$ cat src/rtl/fpsr_pkg.sv
package fpsr_pkg;
  localparam int CSR_W    = 32;
  localparam int EXC_W    = 5;
  localparam int FLAG_LSB = 27;
  localparam int ENA_LSB  = 0;
  localparam int RM_LSB   = 9;
  localparam int RM_W     = 2;
  localparam int FTZ_BIT  = 5;
  localparam int CBIT     = 26;
  localparam int Q_TOP    = 21;
  localparam int Q_BOT    = 11;
  localparam int Q_DEPTH  = Q_TOP - Q_BOT + 1;
  localparam int IDX_W    = 4;
  localparam int COND_W   = 5;

  typedef enum logic [1:0] {
    REL_GT = 2'd0,
    REL_LT = 2'd1,
    REL_EQ = 2'd2,
    REL_UN = 2'd3
  } rel_e;
endpackage

$ cat src/rtl/fpsr_exc_merge.sv
module fpsr_exc_merge
  import fpsr_pkg::*;
(
  input  logic [CSR_W-1:0] cur_i,
  input  logic [EXC_W-1:0] flags_i,
  output logic [CSR_W-1:0] nxt_o,
  output logic             trap_req_o
);
  always_comb begin
    nxt_o = cur_i;
    nxt_o[FLAG_LSB +: EXC_W] = cur_i[FLAG_LSB +: EXC_W] | flags_i;
    // only freshly reported exceptions can trap
    trap_req_o = |(flags_i & cur_i[ENA_LSB +: EXC_W]);
  end
endmodule

$ cat src/rtl/fpsr_cmp_update.sv
module fpsr_cmp_update
  import fpsr_pkg::*;
(
  input  logic [CSR_W-1:0]  cur_i,
  input  logic              valid_i,
  input  rel_e              rel_i,
  input  logic [COND_W-1:0] cond_i,
  input  logic [IDX_W-1:0]  idx_i,
  output logic [CSR_W-1:0]  nxt_o
);
  logic sel;

  always_comb begin
    unique case (rel_i)
      REL_GT:  sel = cond_i[4];
      REL_LT:  sel = cond_i[3];
      REL_EQ:  sel = cond_i[2];
      default: sel = cond_i[1];
    endcase
  end

  always_comb begin
    nxt_o = cur_i;
    if (valid_i) begin
      if (idx_i == '0) begin
        nxt_o[Q_TOP-1:Q_BOT] = cur_i[Q_TOP:Q_BOT+1];
        nxt_o[Q_TOP]         = cur_i[CBIT];
        nxt_o[CBIT]          = sel;
      end else begin
        for (int k = 1; k <= Q_DEPTH; k++) begin
          if (idx_i == IDX_W'(k)) nxt_o[Q_TOP+1-k] = sel;
        end
      end
    end
  end
endmodule

$ cat src/rtl/fpsr_ctrl.sv
module fpsr_ctrl
  import fpsr_pkg::*;
(
  input  logic              clk_i,
  input  logic              rst_ni,
  input  logic              wr_en_i,
  input  logic [CSR_W-1:0]  wr_data_i,
  input  logic              exc_valid_i,
  input  logic [EXC_W-1:0]  exc_flags_i,
  input  logic              cmp_valid_i,
  input  logic [1:0]        cmp_rel_i,
  input  logic [COND_W-1:0] cmp_cond_i,
  input  logic [IDX_W-1:0]  cmp_idx_i,
  input  logic [EXC_W-1:0]  cmp_exc_i,
  output logic [CSR_W-1:0]  status_o,
  output logic [RM_W-1:0]   round_mode_o,
  output logic              flush_o,
  output logic              trap_o
);
  logic [CSR_W-1:0] csr_q, merged, updated;
  logic [EXC_W-1:0] flags;
  logic             trap_req;

  assign flags = (exc_valid_i ? exc_flags_i : '0) | (cmp_valid_i ? cmp_exc_i : '0);

  fpsr_exc_merge u_merge (
    .cur_i      (csr_q),
    .flags_i    (flags),
    .nxt_o      (merged),
    .trap_req_o (trap_req)
  );

  // condition update sees the register after the exception merge
  fpsr_cmp_update u_cmp (
    .cur_i   (merged),
    .valid_i (cmp_valid_i),
    .rel_i   (rel_e'(cmp_rel_i)),
    .cond_i  (cmp_cond_i),
    .idx_i   (cmp_idx_i),
    .nxt_o   (updated)
  );

  always_ff @(posedge clk_i or negedge rst_ni) begin
    if (!rst_ni) begin
      csr_q  <= '0;
      trap_o <= 1'b0;
    end else if (wr_en_i) begin
      csr_q  <= wr_data_i;
      trap_o <= 1'b0;
    end else begin
      csr_q  <= updated;
      trap_o <= trap_req;
    end
  end

  assign status_o     = csr_q;
  assign round_mode_o = csr_q[RM_LSB +: RM_W];
  assign flush_o      = csr_q[FTZ_BIT];
endmodule

$ cat config.mk
export PLATFORM = sky130hd
export DESIGN_NAME = fpsr_ctrl
export DESIGN_NICKNAME = d
export VERILOG_FILES = /design/src/rtl/fpsr_pkg.sv /design/src/rtl/fpsr_exc_merge.sv /design/src/rtl/fpsr_cmp_update.sv /design/src/rtl/fpsr_ctrl.sv
export SDC_FILE = /design/constraint.sdc
export NUM_CORES = 1
export LEC_CHECK = 0
export BUFFER_PORTS_ARGS = -buffer_cell sky130_fd_sc_hd__buf_4
export CAP_MARGIN = 20
export CORE_ASPECT_RATIO = 1.75
export CORE_MARGIN = 3
export CORE_UTILIZATION = 46
export DETAILED_ROUTE_END_ITERATION = 7
export PLACE_DENSITY = 0.86
export SYNTH_ARGS = -nofsm -noshare
export SYNTH_HDL_FRONTEND = slang
export SYNTH_SLANG_ARGS = --single-unit
$ cat constraint.sdc
create_clock -name clk_i -period 1.45 [get_ports clk_i]
set_input_delay 0.29 -clock clk_i [delete_from_list [all_inputs] [get_ports clk_i]]
set_output_delay 0.29 -clock clk_i [all_outputs]
set_load 0.1 [all_outputs]
==> impl_metrics.env <==
export IMPL_rows=30
export IMPL_drv_max_cap_violation_count=0
export IMPL_vdd_ir_drop_worst_mv=1.09
export IMPL_number_of_register_bits_inferred_by_synthesis=33
export IMPL_final_layout_size_suffix_gt1_share_pct=54.3
export IMPL_timing_worst_setup_path_type="in -> reg"
export IMPL_drc=0
export IMPL_postSynth_topFlopCell="dfrtp_1"
export IMPL_fp_coreArea_um2=3900
export IMPL_wire_length_of_the_first_global_routing_pass_mm=8.26
export IMPL_critPathBufInv=2
export IMPL_min_period_ns=1.36
export IMPL_tritoncts="yes"
export IMPL_detail_route_antenna_nets=0
export IMPL_cts_max_level=2
export IMPL_detailedPlace_worstSlack_ns=-0.200
export IMPL_synthesis_area_per_instance_um2=10.5
export IMPL_crit_end_category="flop"
export IMPL_netlist_area_um2=1870
export IMPL_ios=94
export IMPL_grt_pass1_vias=1835
export IMPL_cell_pwr_density_nw_per_um2=1210
export IMPL_synthesis_instances=179
export IMPL_post_drt_via_cell_ratio=5.40
export IMPL_leakagePower_nw=1.28
export IMPL_grt_antenna_before_repair=0
export IMPL_syn2layout_area_growth_pct=48.9
export IMPL_drtIter0Drc=22
export IMPL_hold_path_startpoint="wr_data_i[2]"
export IMPL_critical_path_slowest_cell="mux2_4"
export IMPL_slew_hr_pct=72.0
export IMPL_layout_setup_ws_ns=0.0911
export IMPL_timing_critical_path_fanout_max=4
export IMPL_required_ns=1.62
export IMPL_worst_setup_path_startpoint="cmp_idx_i[0]"
export IMPL_numPortBuffers=92
export IMPL_mappedNetlistNets=237
export IMPL_worstPathCellList="buf_4, nand2b_1, nor4_1, buf_4, mux2_4, mux2_2"
export IMPL_fmax_mhz=736
export IMPL_finalSetupViolCount=0
export IMPL_clk_transition_reported_paths_ns=0.07
export IMPL_finalHoldViolations=0
export IMPL_clk_root_buffer_cell="clkbuf_8"
export IMPL_wirelength_mm=5.17
export IMPL_clock_sink_count=33
export IMPL_starting_density_of_the_core_pct=47.9
export IMPL_grt_usage_pct=22.9
export IMPL_cp_start_kind="input pin"
export IMPL_ff2ff_setup_slack_ns=0.26
export IMPL_worst_slew_pin_transition_ns=0.420
export IMPL_final_max_slew_violation_count=0
export IMPL_synth_seq_area_share_pct=44.1
export IMPL_synth_lib_cells_used_distinct=39
export IMPL_final_core_util_pct=71.4
export IMPL_status="finished, final reports clean"
export IMPL_max_root_sink_buffers=2
export IMPL_synthDominantCellAreaShare_pct=44.1
export IMPL_vias=1762
export IMPL_diodes=0
export IMPL_dp_final_hpwl_mm=4.09
export IMPL_die_width_um=54.2
export IMPL_most_common_layout_cells="106 x buf_4, 24 x dfrtp_1, 16 x nor3_1, 16 x mux2_2, 15 x a21oi_1"
export IMPL_gp_congestion=0.919
export IMPL_layoutNonFillerInstCount=326
export IMPL_first_pass_iters=4
export IMPL_fp_dieArea_um2=4900
export IMPL_cts_inserted_buffers=5
export IMPL_fin_skew_ns=0.00417
export IMPL_post_cts_setup_buffers=0
export IMPL_die_h_um=90.4
export IMPL_layout_commonest_cell="buf_4"
export IMPL_wl_per_cell_um=15.9
export IMPL_pnr_total_power_w=0.00338
export IMPL_synthTopCellsByArea="dfrtp_1 44%, mux2_2 10%, nor3_1 4.3%"
export IMPL_critical_path_top_delay_family="multiplexers"
export IMPL_largest_net_degree_at_the_start_of_global_routing=34
export IMPL_globalRoute_totalOverflow=0
export IMPL_fraction_of_synthesis_flops_using_an_asynchronous_set_or_reset_pin_pct=100
export IMPL_num_nets_final=335
export IMPL_ys_warnings_count=0
export IMPL_synth_enable_flop_cells=0
export IMPL_worst_path_largest_cell_delay_ns=0.28
export IMPL_timing_critical_path_mode_cell="buf_4"
export IMPL_placedCellCount=317
export IMPL_synth_largest_area_cell="dfrtp_1"
export IMPL_worst_r2r_startpoint="status_o[12]"
export IMPL_timing_final_crit_share_pct=93.7
export IMPL_min_delay_path_class="in -> reg"
export IMPL_clk_latency_ns=0.28
export IMPL_rsz0062_at_grt="no"
export IMPL_critPathArrivalTime_ns=1.53
-- Yosys cell counts (4+ instances only) --
library cell   n
nor3_1        16
o21ai_0        4
nand2b_1       5
a21oi_1       15
dfrtp_1       33
nor2_1         4
buf_6          6
mux2_2        17
a22o_1         5
clkbuf_1       4
inv_1         14
buf_2          5
-- path summary, 6_finish.rpt --
path / endpoint / depth (start not counted)
max reg2reg: status_o[11] / 3
min reg2reg: status_o[6] / 1
max in group asynchronous: status_o[17] / 2
min: status_o[2] / 2
max: status_o[26] / 6
min in group asynchronous: status_o[10] / 2
-- repair_timing --
item,in CTS,in global routing
hold buffers,1,0
gates resized for setup,0,0
endpoints found under the hold margin,33,0
-- cell families after synthesis --
family                    synth area share, %
xor gates and xnor gates                 1.87
buffers and inverters                    9.76
DFF                                      44.1
AOI/OAI and AO/OA                        20.3
muxes                                    12.0
and+or+nand+nor                          12.0
-- power by group --
part           leakage (nW)  internal [W]  total [W]  switching, W
combinational         0.857      0.000392    0.00139      0.000993
clock                0.0574      0.000559   0.000909      0.000350
sequential            0.369       0.00102    0.00109     0.0000692
total                  1.28       0.00197    0.00338       0.00141
-- routing by layer --
metal | GRT usage (%) | part of all wire [%]
met5 | 0 | 0
met4 | 12.9 | 3.9
met3 | 5.62 | 7.0
met2 | 40.1 | 55
met1 | 22.7 | 34
-- cell type report --
type,count,area [um^2]
Clock buffer,6,82.6
Clock inverter,2,37.5
Fill cell,316,1120
Inverter,14,52.6
Multi-Input combinational cell,114,872
Sequential cell,33,837
Tap cell,48,60.1
Timing Repair Buffer,109,846
-- state kept, by name, summed over array words and instances (netlist names) --
name / cells
status_o: 32
trap_o: 1
-- worst register-to-register path, cell delays in order (launching register included) --
cell and delay (ns):
dfrtp_2 0.42, or4_1 0.39, a21boi_0 0.16, a221oi_1 0.09
-- metrics by stage --
step	setup TNS, ns	area, um^2	hold WS (ns)
detailed placement	-1.44	2660	0.266
floorplan	-0.0656	1890	-0.00559
global route	0	2790	0.226
CTS	0	2790	0.220
global placement	-1.33	2660	0.262
finish	0	2790	0.235
Note: power is estimated with default switching activity, not from simulation.
